--- config.mk ---
export PLATFORM = sky130hd
export DESIGN_NAME = chan_status_irq
export DESIGN_NICKNAME = d
export VERILOG_FILES = /design/src/rtl/chan_stat_pkg.sv /design/src/rtl/rx_idle_detect.sv /design/src/rtl/level_cross.sv /design/src/rtl/sticky_bank.sv /design/src/rtl/chan_status_irq.sv
export SDC_FILE = /design/constraint.sdc
export NUM_CORES = 1
export LEC_CHECK = 0
export BUFFER_PORTS_ARGS = -buffer_cell sky130_fd_sc_hd__buf_2
export CAP_MARGIN = 20
export CORE_MARGIN = 5
export CORE_UTILIZATION = 44
export DETAILED_ROUTE_END_ITERATION = 16
export GPL_TIMING_DRIVEN = 0
export PLACE_DENSITY = 0.81
export SYNTH_ARGS = -nofsm -noshare
export SYNTH_HDL_FRONTEND = slang
export SYNTH_SLANG_ARGS = --single-unit
export TNS_END_PERCENT = 100
--- constraint.sdc ---
create_clock -name clk -period 2 [get_ports clk]
set_input_delay 0.3 -clock clk [delete_from_list [all_inputs] [get_ports clk]]
set_output_delay 0.3 -clock clk [all_outputs]
set_load 0.01 [all_outputs]
--- src/rtl/chan_stat_pkg.sv ---
// Package: shared bit positions and write-target codes for the channel
// status register. Assumes a 16-bit status word with events in 14:8.
package chan_stat_pkg;
    localparam int STATUS_W  = 16;
    localparam int EVT_LSB   = 8;
    localparam int EVT_N     = 7;
    // Live flag positions
    localparam int LV_TX_EMPTY  = 0;
    localparam int LV_TX_LOW    = 1;
    localparam int LV_RX_EMPTY  = 2;
    localparam int LV_RX_HIGH   = 3;
    localparam int LV_RX_FULL   = 4;
    // Event indices inside the event vector (add EVT_LSB for status bit)
    localparam int EV_TX_DONE   = 0;
    localparam int EV_RX_DONE   = 1;
    localparam int EV_TX_LOW    = 2;
    localparam int EV_RX_HIGH   = 3;
    localparam int EV_DMA_TGT   = 4;
    localparam int EV_DMA_MST   = 5;
    localparam int EV_DMA_DIR   = 6;

    typedef enum logic {
        SEL_STATUS = 1'b0,
        SEL_MASK   = 1'b1
    } wr_target_e;
endpackage

--- src/rtl/rx_idle_detect.sv ---
// Module: rx_idle_detect
// Declares end of a received message once a byte has arrived and the line
// has then stayed high for IDLE_BITS bit ticks. Assumes bit_tick is a
// single-cycle pulse and rx_line is already synchronised.
module rx_idle_detect #(
    parameter int IDLE_BITS = 8
) (
    input  logic clk,
    input  logic rst_n,
    input  logic rx_line,
    input  logic rx_byte_done,
    input  logic bit_tick,
    output logic msg_end
);
    localparam int CNT_W = $clog2(IDLE_BITS + 1);

    logic             armed;
    logic [CNT_W-1:0] idle_cnt;

    // Final idle tick of an armed run (a byte arriving this cycle cancels it)
    assign msg_end = armed && rx_line && bit_tick && !rx_byte_done
                     && (idle_cnt == CNT_W'(IDLE_BITS - 1));

    // Track arming and count idle ticks; restart on activity
    always_ff @(posedge clk) begin
        if (!rst_n) begin
            armed    <= 1'b0;
            idle_cnt <= '0;
        end else if (rx_byte_done) begin
            armed    <= 1'b1;
            idle_cnt <= '0;
        end else if (!rx_line) begin
            idle_cnt <= '0;
        end else if (msg_end) begin
            armed    <= 1'b0;
            idle_cnt <= '0;
        end else if (armed && bit_tick) begin
            idle_cnt <= idle_cnt + 1'b1;
        end
    end

    // a completed message disarms, so no back-to-back end pulses
    p_no_repeat_end_r2: assert property (@(posedge clk) disable iff (!rst_n)
        msg_end |=> !msg_end);

    // a low line restarts the run, so no end on the next cycle
    p_low_restarts_r2: assert property (@(posedge clk) disable iff (!rst_n)
        (!rx_line && !rx_byte_done) |=> !msg_end);
endmodule

--- src/rtl/level_cross.sv ---
// Module: level_cross
// Flags the cycle in which a FIFO count enters its threshold condition.
// AT_OR_BELOW=1 tests count<=level, otherwise count>=level. Assumes that
// after reset the condition is treated as already met (no event from reset).
module level_cross #(
    parameter int CNT_W       = 5,
    parameter bit AT_OR_BELOW = 1'b1
) (
    input  logic             clk,
    input  logic             rst_n,
    input  logic [CNT_W-1:0] count,
    input  logic [CNT_W-1:0] level,
    output logic             in_zone,
    output logic             entered
);
    logic was_in;

    // Select the comparison direction
    generate
        if (AT_OR_BELOW) begin : g_below
            assign in_zone = (count <= level);
        end else begin : g_above
            assign in_zone = (count >= level);
        end
    endgenerate

    assign entered = in_zone && !was_in;

    // Remember last cycle's condition for edge detection
    always_ff @(posedge clk) begin
        if (!rst_n) was_in <= 1'b1;
        else        was_in <= in_zone;
    end

    // an entry cannot repeat on the following cycle
    p_single_entry_r3: assert property (@(posedge clk) disable iff (!rst_n)
        entered |=> !entered);
endmodule

--- src/rtl/sticky_bank.sv ---
// Module: sticky_bank
// Bank of N sticky event bits with write-one-to-clear, a loadable enable
// mask and the combined interrupt request. Set beats clear in a shared cycle.
module sticky_bank #(
    parameter int N = 7
) (
    input  logic         clk,
    input  logic         rst_n,
    input  logic [N-1:0] set_ev,
    input  logic [N-1:0] clr_ev,
    input  logic         mask_wr,
    input  logic [N-1:0] mask_data,
    output logic [N-1:0] ev_q,
    output logic [N-1:0] mask_q,
    output logic         irq
);
    // One flop per event bit
    generate
        for (genvar i = 0; i < N; i++) begin : g_bit
            // Set has priority over clear; otherwise hold
            always_ff @(posedge clk) begin
                if (!rst_n)         ev_q[i] <= 1'b0;
                else if (set_ev[i]) ev_q[i] <= 1'b1;
                else if (clr_ev[i]) ev_q[i] <= 1'b0;
            end

            p_set_wins_r8: assert property (@(posedge clk) disable iff (!rst_n)
                set_ev[i] |=> ev_q[i]);
            p_w1c_r7: assert property (@(posedge clk) disable iff (!rst_n)
                (clr_ev[i] && !set_ev[i]) |=> !ev_q[i]);
            p_hold_r7: assert property (@(posedge clk) disable iff (!rst_n)
                (!clr_ev[i] && !set_ev[i]) |=> $stable(ev_q[i]));
        end
    endgenerate

    // Enable mask register
    always_ff @(posedge clk) begin
        if (!rst_n)       mask_q <= '0;
        else if (mask_wr) mask_q <= mask_data;
    end

    assign irq = |(ev_q & mask_q);

    // request only with some event pending
    p_irq_source_r9: assert property (@(posedge clk) disable iff (!rst_n)
        irq |-> (ev_q != '0));
    // an all-zero mask written keeps the request quiet next cycle
    p_irq_masked_r9: assert property (@(posedge clk) disable iff (!rst_n)
        (mask_wr && mask_data == '0 && !$isunknown(mask_data)) |=> !irq);
endmodule

--- src/rtl/chan_status_irq.sv ---
// Module: chan_status_irq (top)
// Status word and interrupt request for one serial channel: live FIFO flags,
// sticky events, write-one-to-clear and an enable mask. Assumes all input
// pulses are single-cycle and synchronous to clk.
module chan_status_irq
    import chan_stat_pkg::*;
#(
    parameter int FIFO_DEPTH = 16,
    parameter int IDLE_BITS  = 8,
    parameter int CNT_W      = $clog2(FIFO_DEPTH + 1)
) (
    input  logic                clk,
    input  logic                rst_n,
    input  logic                tx_msg_done,
    input  logic                rx_line,
    input  logic                rx_byte_done,
    input  logic                bit_tick,
    input  logic [CNT_W-1:0]    tx_count,
    input  logic [CNT_W-1:0]    rx_count,
    input  logic [CNT_W-1:0]    tx_ae_level,
    input  logic [CNT_W-1:0]    rx_af_level,
    input  logic                dma_tgt_abort,
    input  logic                dma_mst_abort,
    input  logic                dma_dir_err,
    input  logic                wr_en,
    input  logic                wr_sel,
    input  logic [STATUS_W-1:0] wr_data,
    output logic [STATUS_W-1:0] status,
    output logic                irq
);
    localparam logic [CNT_W-1:0] FULL_CNT = CNT_W'(FIFO_DEPTH);

    logic             rx_end;
    logic             tx_low, tx_low_enter;
    logic             rx_high, rx_high_enter;
    logic [EVT_N-1:0] set_ev, clr_ev, ev_q, mask_q;
    logic             wr_status, wr_mask;

    assign wr_status = wr_en && (wr_sel == SEL_STATUS);
    assign wr_mask   = wr_en && (wr_sel == SEL_MASK);

    rx_idle_detect #(.IDLE_BITS(IDLE_BITS)) u_idle (
        .clk(clk), .rst_n(rst_n), .rx_line(rx_line),
        .rx_byte_done(rx_byte_done), .bit_tick(bit_tick), .msg_end(rx_end)
    );

    level_cross #(.CNT_W(CNT_W), .AT_OR_BELOW(1'b1)) u_tx_low (
        .clk(clk), .rst_n(rst_n), .count(tx_count), .level(tx_ae_level),
        .in_zone(tx_low), .entered(tx_low_enter)
    );

    level_cross #(.CNT_W(CNT_W), .AT_OR_BELOW(1'b0)) u_rx_high (
        .clk(clk), .rst_n(rst_n), .count(rx_count), .level(rx_af_level),
        .in_zone(rx_high), .entered(rx_high_enter)
    );

    // Gather set and clear requests for the event bank
    always_comb begin
        set_ev             = '0;
        set_ev[EV_TX_DONE] = tx_msg_done;
        set_ev[EV_RX_DONE] = rx_end;
        set_ev[EV_TX_LOW]  = tx_low_enter;
        set_ev[EV_RX_HIGH] = rx_high_enter;
        set_ev[EV_DMA_TGT] = dma_tgt_abort;
        set_ev[EV_DMA_MST] = dma_mst_abort;
        set_ev[EV_DMA_DIR] = dma_dir_err;
        clr_ev = wr_status ? wr_data[EVT_LSB +: EVT_N] : '0;
    end

    sticky_bank #(.N(EVT_N)) u_bank (
        .clk(clk), .rst_n(rst_n), .set_ev(set_ev), .clr_ev(clr_ev),
        .mask_wr(wr_mask), .mask_data(wr_data[EVT_LSB +: EVT_N]),
        .ev_q(ev_q), .mask_q(mask_q), .irq(irq)
    );

    // Assemble the status word from live flags and latched events
    always_comb begin
        status                   = '0;
        status[LV_TX_EMPTY]      = (tx_count == '0);
        status[LV_TX_LOW]        = tx_low;
        status[LV_RX_EMPTY]      = (rx_count == '0);
        status[LV_RX_HIGH]       = rx_high;
        status[LV_RX_FULL]       = (rx_count == FULL_CNT);
        status[EVT_LSB +: EVT_N] = ev_q;
    end

    // a message-done pulse is visible in the status word next cycle
    p_tx_done_r1: assert property (@(posedge clk) disable iff (!rst_n)
        tx_msg_done |=> status[EVT_LSB + EV_TX_DONE]);
    // each DMA fault shows next cycle
    p_dma_dir_r5: assert property (@(posedge clk) disable iff (!rst_n)
        dma_dir_err |=> status[EVT_LSB + EV_DMA_DIR]);
    // events read zero in the first cycle after reset
    p_reset_clear_r10: assert property (@(posedge clk)
        !rst_n |=> (status[EVT_LSB +: EVT_N] == '0 && !irq));
endmodule

# Yosys cells after proc, flatten, opt, wreduce, memory -nomap -nowiden
# Cells that the tools add are included.
# word_totals
word_cells	65
in_bits	47
rom_bits	0
output_inout_bits	17
reg_bits	21
latch_bits	0
memories	0
mem_bits_rw	0
# classes
n_reduce_logical	26
bitwise_logic	4
n_eq_ne	2
div	0
muxes	18
mul	0
shifts	0
add_sub_neg	1
order_cmp	2
# ops
operator	n
$reduce_bool 2->1	9
$mux 1	17
$logic_not 5->1	2
$logic_and 1x1->1	9
$and 7x7->7	1
$mux 7	1
$reduce_or 7->1	1
$eq 5x5->1 const B	1
$ge 5x5->1	1
$le 5x5->1	1
$add 4x1->4 const B	1
$eq 4x3->1 const B	1
$reduce_or 4->1	1
$logic_not 1->1	3
$not 1->1	3
$reduce_and 2->1	1

# Depth between registers and ports, before layout
# logic_depth
ltp_word	7
mapped_depth	7
depth_no_buf	6

# Hierarchy
# A second synthesis with hierarchy kept.
# unflattened
hier_cells	140
hier_area_um2	1246.2
# by_module_without_submodules
mod	seq_area_each_um2	cells_per_inst	area_per_inst_um2	instances
sticky_bank	280.3	48	536.8	1
rx_idle_detect	100.1	28	244.0	1
level_cross at u_rx_high	20.0	21	168.9	1
level_cross at u_tx_low	20.0	21	157.7	1
chan_status_irq	0.0	22	138.9	1

# Worst setup path before layout
# No wires, ideal clock.
# synth_timing
kind	input-to-output
from	input port rx_count[0]
to	output port status[3]
arrival_ns	1.506
required_ns	1.700
path_buffers	1
cell_stages	7
path_slack_ns	0.194
path_cell_list	inv_1 ha_1 nand2b_1 a2111o_1 a31oi_1 inv_1 buf_4
# synth_via
elab_chain_len	1
# synth_lines
element	line_no	source
start, declared	chan_status_irq.sv:19	input logic [CNT_W-1:0] rx_count,
$ge 5x5->1	level_cross.sv:23	assign in_zone = (count >= level);
end, declared	chan_status_irq.sv:28	output logic [STATUS_W-1:0] status,
# Every way passes these cells.

# Final worst setup path
# Ends and elaborated chain as after synthesis.

==> reports/results.ini <==
[run_status]
outcome = completed

[clock_network]
cts-root-buf = clkbuf_4
cts_tree = done
cts_max_level = 1
cts_sinks = 21
clk_latency_ns = 0.30
numCtsBuffers = 3
clockBufferDepth = 2
clkTransAtPathRegs_ns = 0.11

[critical_path]
rrSetupSlack_ns = 0.51
endpoint = status[3]
required_ns = 1.70
setup.worst_path.end_class = output pin
critical_path.startpoint = rx_count[0]
path_max_fanout = 2
reg2reg_depth = 5
cp.arrival_ns = 1.62
reg2reg_to = u_bank.ev_q[1]$_SDFFE_PN0P_
crit_type = in -> out
reg2reg_from = u_idle.idle_cnt[0]$_SDFFE_PP0P_
critPathLaunchType = input port

[global_route]
grt_pass1_vias = 1135
grt-ovfl-total = 0
grt_max_degree = 13
top_usage_layer = met2
use_met2_pct = 29.88
met1_usage_pct = 17.50
groute.usage.overall_pct = 16.27
antenna_found_initial = 0
grt_util_met3_pct = 3.512
grt_pass1_wl_mm = 4.678

[sta]
period_needed_ns = 1.922
fmax_mhz = 520.4
fin_skew_ns = 0.0005617
worst_slack_ns = 0.07843
setup_viol = 0
min_period_over_period_pct = 96.08
fin_hold_ws_ns = 0.2208
hold_viol = 0
maxSlewViolCount = 0

[power_and_ir_drop]
leakagePower_nw = 0.8022
powerDensity_nw_per_um2 = 550.7
p_seq_share_pct = 51.7
ir_worst_vdd_mv = 0.4260
power_switching_mw = 0.2416
p_comb_share_pct = 25.4
netSwitchingFraction_pct = 27.65
clkPwrFrac_pct = 22.9
power.internal_mw = 0.6322

[drt]
vias_per_cell = 5.061
drtPass1Iterations = 4
vias = 1164
route.detailed.drc = 0
wl_mm = 2.971
avgRoutedWirePerCell_um = 12.92
drtAntennaViolNets = 0
first_iter_violations = 89

[logic_synthesis]
ys_ff_latch = 21
synth_fa_ha_area_share_pct = 11.58
yosysWarnings = 0
syn_avg_cell_area_um2 = 8.490
synth_xor_area_share_pct = 2.211
synth_area_um2 = 1189
async_reset_ff_share_pct = 0
synthCells = 140
synth_top_family_by_area = simple AND/OR/NAND/NOR gates
synth-edff-count = 0
synth.yosys.seq_area_share_pct = 35.37
synth_compound_area_share_pct = 16.21
synth-main-ff-cell = dfxtp_1
yosys.area_share.simple_pct = 24.00
synth_cell_types = 36
synth.area.mux_share_pct = 0.8421

[floorplan]
pin_count = 64
rows = 18
die_area_um2 = 3841
die_h_um = 61.98
core_um2 = 2522
die_width_um = 61.98
start_util_pct = 47.12

[finish]
final_cell_mix = buf_2, dfxtp_1, nand2_1
areaGrowthSynthToFinish_pct = 33.47
fillers = 225
seq_area_um2 = 420.4
drive_gt1_share_pct = 38.00
final_util_pct = 62.90
multi_input_area_um2 = 695.7
antenna_cells = 0
layoutNonFillerInstCount = 230
fin_area_um2 = 1587
final_nets = 259
final_common_cell = buf_2

[placement]
place_congestion = 0.8354
post-place-ws_ns = -0.1017
port-buffer-count = 47
post-dp-hpwl_mm = 2.294
dp.cells = 220
dpl_cell_area_um2 = 1473

[job]
maxCapViolCount = 0

[worst_hold_path]
hold_class = in -> reg

cell families (layout without fill, tap and decap cells):
kind of cell / Yosys count / in the layout
buffers and inverters: 23 / 80
multiplexers: 1 / 1
AND/OR/NAND/NOR: 52 / 52
XOR/XNOR: 3 / 3
other: 1 / 4
AO/OA/AOI/OAI: 28 / 28
adder cells (fa/ha/maj): 11 / 11
flip-flops: 21 / 21
synthesized netlist by cell type, types with 2 or more instances:
library cell / number / area, µm²
and3_1: 2 / 12.51
inv_1: 13 / 48.80
buf_2: 3 / 15.01
nor2b_1: 7 / 43.79
dfxtp_1: 21 / 420.4
ha_1: 11 / 137.6
a21boi_0: 9 / 67.56
o21ai_0: 5 / 25.02
nor2_1: 6 / 22.52
nand2_1: 15 / 56.30
nand2b_1: 3 / 18.77
a21oi_1: 5 / 25.02
xnor2_1: 2 / 17.52
nand3_1: 10 / 50.05
a22oi_1: 2 / 15.01
buf_4: 6 / 45.04
flip-flops by register name, indices dropped and copies added (netlist names):
| signal | flops |
|---|---|
| u_bank.mask_q | 7 |
| u_bank.ev_q | 7 |
| u_tx_low.was_in | 1 |
| u_idle.idle_cnt | 4 |
| u_rx_high.was_in | 1 |
| u_idle.armed | 1 |
cell type report:
class,count,share of cell area (%)
buffer,9,3.549
clock buffer,3,1.420
clock inverter,1,0.3155
inverter,13,3.076
multi-input combinational,99,43.85
sequential,21,26.50
tap,30,2.366
timing repair buffer,54,18.93
power groups by stage:
| stage | registers [mW] | clock network (mW) | logic (mW) |
|---|---|---|---|
| 6_report | 0.452 | 0.200 | 0.222 |
| 5_1_grt | 0.453 | 0.224 | 0.250 |
| 4_1_cts | 0.451 | 0.209 | 0.217 |
| 3_5_place_dp | 0.461 | 0 | 0.183 |
| 3_3_place_gp | 0.460 | 0 | 0.175 |
| 2_1_floorplan | 0.463 | 0 | 0.104 |
worst min-delay path by stage:
stage	startpoint	to	slack [ns]	cells after the start
2_1_floorplan	rx_byte_done	u_idle.armed$_SDFFE_PN0P_	0.44	2
3_3_place_gp	u_bank.mask_q[6]$_SDFFE_PN0P_	u_bank.mask_q[6]$_SDFFE_PN0P_	0.45	2
3_5_place_dp	u_bank.mask_q[4]$_SDFFE_PN0P_	u_bank.mask_q[4]$_SDFFE_PN0P_	0.46	2
4_1_cts	dma_mst_abort	u_bank.ev_q[5]$_SDFFE_PN0P_	0.21	3
5_1_grt	dma_mst_abort	u_bank.ev_q[5]$_SDFFE_PN0P_	0.22	3
6_report	dma_mst_abort	u_bank.ev_q[5]$_SDFFE_PN0P_	0.22	3
metrics by stage:
stage | setup TNS [ns] | power [mW]
finish | 0 | 0.8738
global route | -0.002754 | 0.9277
CTS | 0 | 0.8775
detailed placement | -0.1017 | 0.6440
global placement | -0.08397 | 0.6347
floorplan | 0 | 0.5670
critical path: stages:
cell      delay, ns
buf_6          0.10
inv_2          0.06
ha_4           0.19
nand2b_4       0.13
a2111o_1       0.44
a31oi_2        0.21
inv_1          0.08
buf_6          0.12
layer usage:
layer,share of wire (%),vias up
met2,50,41
met3,8.4,4
li1,-,588
met4,1.4,0
met5,0,-
met1,40,531
what timing repair did:
item / 4_1_cts / 5_1_grt
pin swaps: 3 / 3
hold endpoints to repair: 0 / 0
buffers inserted: 8 / 1
hold buffers: 0 / 0
setup endpoints to repair: 1 / 2
resized for setup: 2 / 5
Note: power is estimated with default switching activity, not from simulation.
